`src/rtl/grev_pkg.sv`:
```
package grev_pkg;

   typedef enum logic [1:0] {
      GRV_OP_CTRL  = 2'd0,
      GRV_OP_BREV8 = 2'd1,
      GRV_OP_BSWAP = 2'd2,
      GRV_OP_PASS  = 2'd3
   } grv_op_e;

   // Mask of stage k over a 64-bit lane: bit i is set when bit k of i is clear.
   function automatic logic [63:0] stage_mask(input int k);
      logic [63:0] m;
      for (int i = 0; i < 64; i++) begin
         m[i] = ((i >> k) & 1) == 0;
      end
      return m;
   endfunction

endpackage

```
`src/rtl/grev_ctrl_sel.sv`:
```
module grev_ctrl_sel
   import grev_pkg::*;
#(
   parameter int XLEN      = 32,
   parameter int CW        = 5,
   parameter int CTRL_IN_W = 12
) (
   input  logic [1:0]           sel,
   input  logic [CTRL_IN_W-1:0] ctrl_in,
   output logic [CW-1:0]        ctrl_eff
);
   localparam logic [CW-1:0] BREV8_C = CW'(7);
   localparam logic [CW-1:0] BSWAP_C = CW'(XLEN - 8);

   generate
      if (CTRL_IN_W > CW) begin : g_hi
         logic unused_hi;
         assign unused_hi = ^ctrl_in[CTRL_IN_W-1:CW];
      end
   endgenerate

   always_comb begin
      unique case (grv_op_e'(sel))
         GRV_OP_CTRL:  ctrl_eff = ctrl_in[CW-1:0];
         GRV_OP_BREV8: ctrl_eff = BREV8_C;
         GRV_OP_BSWAP: ctrl_eff = BSWAP_C;
         default:      ctrl_eff = '0;
      endcase
   end
endmodule

```
`src/rtl/grev_swap_stage.sv`:
```
module grev_swap_stage
   import grev_pkg::*;
#(
   parameter int XLEN = 32,
   parameter int K    = 0
) (
   input  logic            en,
   input  logic [XLEN-1:0] x,
   output logic [XLEN-1:0] y
);
   localparam int              SHIFT = 1 << K;
   localparam logic [63:0]     MFULL = stage_mask(K);
   localparam logic [XLEN-1:0] MASK  = MFULL[XLEN-1:0];

   if (SHIFT >= XLEN) begin : g_bad_stage
      $error("grev_swap_stage: shift %0d not below width %0d", SHIFT, XLEN);
   end

   logic [XLEN-1:0] swapped;
   assign swapped = ((x & MASK) << SHIFT) | ((x & ~MASK) >> SHIFT);
   assign y       = en ? swapped : x;
endmodule

```
`src/rtl/grev_network.sv`:
```
module grev_network #(
   parameter int XLEN = 32,
   parameter int CW   = 5
) (
   input  logic [CW-1:0]   ctrl,
   input  logic [XLEN-1:0] x,
   output logic [XLEN-1:0] y
);
   logic [XLEN-1:0] chain [0:CW];

   assign chain[0] = x;

   for (genvar k = 0; k < CW; k++) begin : g_stage
      grev_swap_stage #(
         .XLEN (XLEN),
         .K    (k)
      ) u_stage (
         .en (ctrl[k]),
         .x  (chain[k]),
         .y  (chain[k+1])
      );
   end

   assign y = chain[CW];
endmodule

```
`src/rtl/grev_unit.sv`:
```
module grev_unit #(
   parameter int XLEN      = 32,
   parameter int CTRL_IN_W = 12
) (
   input  logic                 clk,
   input  logic                 rst_n,
   input  logic                 in_valid,
   input  logic [1:0]           in_sel,
   input  logic [CTRL_IN_W-1:0] in_ctrl,
   input  logic [XLEN-1:0]      in_data,
   output logic                 out_valid,
   output logic [XLEN-1:0]      out_data
);
   localparam int CW    = $clog2(XLEN);
   localparam int NBYTE = XLEN / 8;

   if (XLEN != 32 && XLEN != 64) begin : g_bad_xlen
      $error("grev_unit: XLEN must be 32 or 64, got %0d", XLEN);
   end
   if (CTRL_IN_W < CW) begin : g_bad_ctrl
      $error("grev_unit: control input narrower than %0d bits", CW);
   end

   logic [CW-1:0]   ctrl_eff;
   logic [XLEN-1:0] perm;

   grev_ctrl_sel #(
      .XLEN      (XLEN),
      .CW        (CW),
      .CTRL_IN_W (CTRL_IN_W)
   ) u_sel (
      .sel      (in_sel),
      .ctrl_in  (in_ctrl),
      .ctrl_eff (ctrl_eff)
   );

   grev_network #(
      .XLEN (XLEN),
      .CW   (CW)
   ) u_net (
      .ctrl (ctrl_eff),
      .x    (in_data),
      .y    (perm)
   );

   always_ff @(posedge clk or negedge rst_n) begin
      if (!rst_n) begin
         out_valid <= 1'b0;
         out_data  <= '0;
      end else begin
         out_valid <= in_valid;
         if (in_valid) begin
            out_data <= perm;
         end
      end
   end

   a_r2_valid_follows: assert property (@(posedge clk) disable iff (!rst_n)
      in_valid |=> out_valid);
   a_r2_idle_follows: assert property (@(posedge clk) disable iff (!rst_n)
      !in_valid |=> !out_valid);
   a_r8_hold_when_idle: assert property (@(posedge clk) disable iff (!rst_n)
      !in_valid |=> $stable(out_data));
   a_r7_pass_through: assert property (@(posedge clk) disable iff (!rst_n)
      (in_valid && in_sel == 2'd3) |=> out_data == $past(in_data));
   a_r6_low_byte_from_top: assert property (@(posedge clk) disable iff (!rst_n)
      (in_valid && in_sel == 2'd2) |=> out_data[7:0] == $past(in_data[XLEN-1 -: 8]));
   a_r10_ones_kept: assert property (@(posedge clk) disable iff (!rst_n)
      in_valid |=> $countones(out_data) == $countones($past(in_data)));
   a_r9_zero_ctrl_identity: assert property (@(posedge clk) disable iff (!rst_n)
      (in_valid && in_sel == 2'd0 && in_ctrl[CW-1:0] == '0) |=> out_data == $past(in_data));

   logic unused_nbyte;
   assign unused_nbyte = (NBYTE == 0);
endmodule

```
`config.mk`:
```
export PLATFORM = sky130hd
export DESIGN_NAME = grev_unit
export DESIGN_NICKNAME = d
export VERILOG_FILES = /design/src/rtl/grev_pkg.sv /design/src/rtl/grev_ctrl_sel.sv /design/src/rtl/grev_swap_stage.sv /design/src/rtl/grev_network.sv /design/src/rtl/grev_unit.sv
export SDC_FILE = /design/constraint.sdc
export NUM_CORES = 1
export LEC_CHECK = 0
export ABC_AREA = 1
export BUFFER_PORTS_ARGS = -buffer_cell sky130_fd_sc_hd__clkbuf_2
export CAP_MARGIN = 40
export CORE_UTILIZATION = 40
export DETAILED_ROUTE_END_ITERATION = 8
export GPL_TIMING_DRIVEN = 0
export HOLD_SLACK_MARGIN = 0.15
export PLACE_DENSITY = 0.7
export REMOVE_ABC_BUFFERS = 1
export SYNTH_ARGS = -nofsm -noshare
export SYNTH_HDL_FRONTEND = slang
export SYNTH_SLANG_ARGS = --single-unit
```
`constraint.sdc`:
```
create_clock -name clk -period 0.8 [get_ports clk]
set_clock_uncertainty 0.05 [all_clocks]
set_input_delay 0 -clock clk [delete_from_list [all_inputs] [get_ports clk]]
set_output_delay 0 -clock clk [all_outputs]
set_load 0.03 [all_outputs]
```
==> results.cfg <==
[pwr]
p_switching_mw = 4.27
leakage_nw = 2.90
p_comb_share_pct = 61.8
p_sw_share_pct = 47.0
ir_drop_v = 0.00106
power_density_mw_per_mm2 = 1420
seq_power_share_pct = 24.0
clockPowerShare_pct = 14.2
p_int_mw = 4.81

[routing]
via_per_inst = 7.29
dr.pass1.iters = 9
avgRoutedWirePerCell_um = 25.5
drt_wl_total_um = 18500
drtIter0Drc = 940
vias = 5288
antenna_left = 0
drc = 0

[yosys]
synth.distinct_cells = 10
synth-seq-cells = 33
syn_avg_cell_area_um2 = 5.86
yosys.area_share.xor_xnor_pct = 0
synth_fa_ha_area_share_pct = 0
yosysWarnings = 0
synth_simple_gate_area_share_pct = 62.7
synth-compound-area-share_pct = 0.917
syn_area_mm2 = 0.00314
syn_inst = 535
synth_top_family_by_area = simple AND/OR/NAND/NOR gates
yosysSeqAreaShare_pct = 26.3
synthMuxAreaShare_pct = 0

[sta]
rsz0062_at_grt = true
hold_ws_ns = -0.257
max_clock_freq_mhz = 759
finalSetupViolCount = 65
tightestPinTransition_ns = 0.863
slew_violations = 0
fin_crit_ns = 1.32
relSlewSlack_pct = 42.5
hold_viol_final = 33
fin_crit_sh_pct = 165
fin_ws_ns = -0.517

[clock_network]
clkTransAtPathRegs_ns = 0.07
root_buffer = clkbuf_8
cts_buffers = 5
clock_latency_ns = 0.30
cts_hold_buf = 1
clk_path_buf_depth = 2
numClockSinks = 33
cts_tree = done
htree_num_levels = 2

[critical_path]
critPathSlowestCell = o21ai_4
required_ns = 0.99
r2r.worst_path.cells = 3
reg2reg_slack_ns = -0.05
arrival_ns = 1.51
cp_max_fo = 8
cp-start-kind = input pin
cp_top_family = simple AND/OR/NAND/NOR gates
crit_buf_inv = 3
path_cells = buf_12 -> o21ai_4 -> buf_12 -> buf_4 -> nand3_2 -> nand3_4 -> nand3_1 -> nand3_1 -> nand3_1 -> nand2_1
critPathMaxStageDelay_ns = 0.20
worstSetupPathType = in2reg
cp-end-kind = register
r2r_end = out_data[6]$_DFFE_PN0P_
r2r-start = out_data[6]$_DFFE_PN0P_
path_common_cell = nand3_1

[layout]
nets = 674
multi_input_area_mm2 = 0.00380
layout_common_cells = nand3_2, nand3_1, nand2_1, nand3_4, clkbuf_2
final_core_util_pct = 86.3
layout_commonest_cell = nand3_2
antenna_cells = 0
fillers = 325
syn_to_final_growth_pct = 104
seqCellArea_um2 = 826
drive_gt1_share_pct = 61.3

[grt]
use_met3_pct = 5.30
grt_pass1_vias = 4295
grtUsageTotal_pct = 30.8
grtUsageMet2_pct = 53.8
met1_usage_pct = 35.2
grt_overflow = 0
grt_first_pass_wirelength_um = 20600
antenna_found_initial = 0
grt_busiest_layer = met2
grt_max_degree = 35

[die]
ios = 82
initial_core_util_pct = 42.3
dieArea_mm2 = 0.00820
die_h_um = 90.6
die_w_um = 90.6
design.core.area_mm2 = 0.00741
rows = 31

[place]
gp_routability_congestion = 0.979
portBuffers = 74
dp_hpwl_um = 7680

[run_status]
violations = negative hold slack, negative setup slack
status = finished with violations

[worst_hold_path]
hp-class = in2async

[job]
cap_violations = 0
state kept, by name, summed over array words and instances, names as in the netlist:
signal	cells
out_valid	1
out_data	32
per-layer routing:
metal / vias up / part of all wire [%]
li1: 2065 / -
met4: 0 / 9.4
met1: 2424 / 34
met3: 209 / 11
met2: 590 / 46
met5: - / 0
cells in the mapped netlist, drive strengths merged:
| cell type | count | area (µm²) |
|---|---|---|
| nand2 | 97 | 364 |
| inv | 40 | 150 |
| nand3 | 320 | 1600 |
| buf | 15 | 72.6 |
| o21ai | 5 | 28.8 |
| dfrtp | 33 | 826 |
| clkbuf | 25 | 93.8 |
worst max-delay path by stage:
stage	start	endpoint	slack (ns)	depth (start not counted)
detailed placement	in_sel[1]	out_data[15]$_DFFE_PN0P_	-1.47	11
global placement	in_sel[0]	out_data[27]$_DFFE_PN0P_	-3.04	8
global route	in_sel[0]	out_data[6]$_DFFE_PN0P_	-0.56	11
floorplan	in_ctrl[2]	out_data[0]$_DFFE_PN0P_	-1.83	7
CTS	in_sel[0]	out_data[23]$_DFFE_PN0P_	-0.33	11
finish	in_sel[0]	out_data[6]$_DFFE_PN0P_	-0.52	10
cells by family (layout without fill, tap and decap cells):
family,after synthesis,in the layout
DFF,33,33
and+or+nand+nor,417,418
AOI/OAI and AO/OA,5,5
buffers and inverters,80,170
timing repair:
item                                   4_1_cts  5_1_grt
gates resized for setup                    162      303
buffers inserted                            25        7
setup endpoints to repair                   65       66
cloned                                       5        3
pin swaps                                   22       76
endpoints found under the hold margin       34       65
metrics by stage:
| step | total power [mW] | setup TNS [ns] | instances | instance area [µm²] | setup WS (ns) |
|---|---|---|---|---|---|
| after detailed placement | 4.98 | -45.61 | 676 | 3620 | -1.47 |
| after global placement | 4.82 | -95.82 | 668 | 3460 | -3.04 |
| final | 9.09 | -16.08 | 725 | 6390 | -0.517 |
| after global routing | 9.40 | -17.57 | 725 | 6390 | -0.560 |
| after CTS | 7.28 | -12.73 | 715 | 4770 | -0.326 |
| after floorplan | 4.05 | -58.46 | 495 | 2970 | -1.83 |
power groups by stage:
stage	clock [mW]	sequential [mW]	combinational, mW
final	1.29	2.18	5.62
after floorplan	0	2.63	1.43
after global placement	0	2.08	2.74
after global routing	1.37	2.21	5.82
after detailed placement	0	2.10	2.88
after CTS	1.27	2.10	3.91
cell type report:
| type | count | share of cell area (%) |
|---|---|---|
| timing repair buffer | 121 | 21.4 |
| sequential | 33 | 12.9 |
| clock buffer | 8 | 1.25 |
| timing repair inverter | 1 | 0.0979 |
| inverter | 40 | 2.98 |
| tap | 99 | 1.94 |
| multi-input combinational | 423 | 59.4 |
No activity file was read; power rests on OpenSTA's default activity.
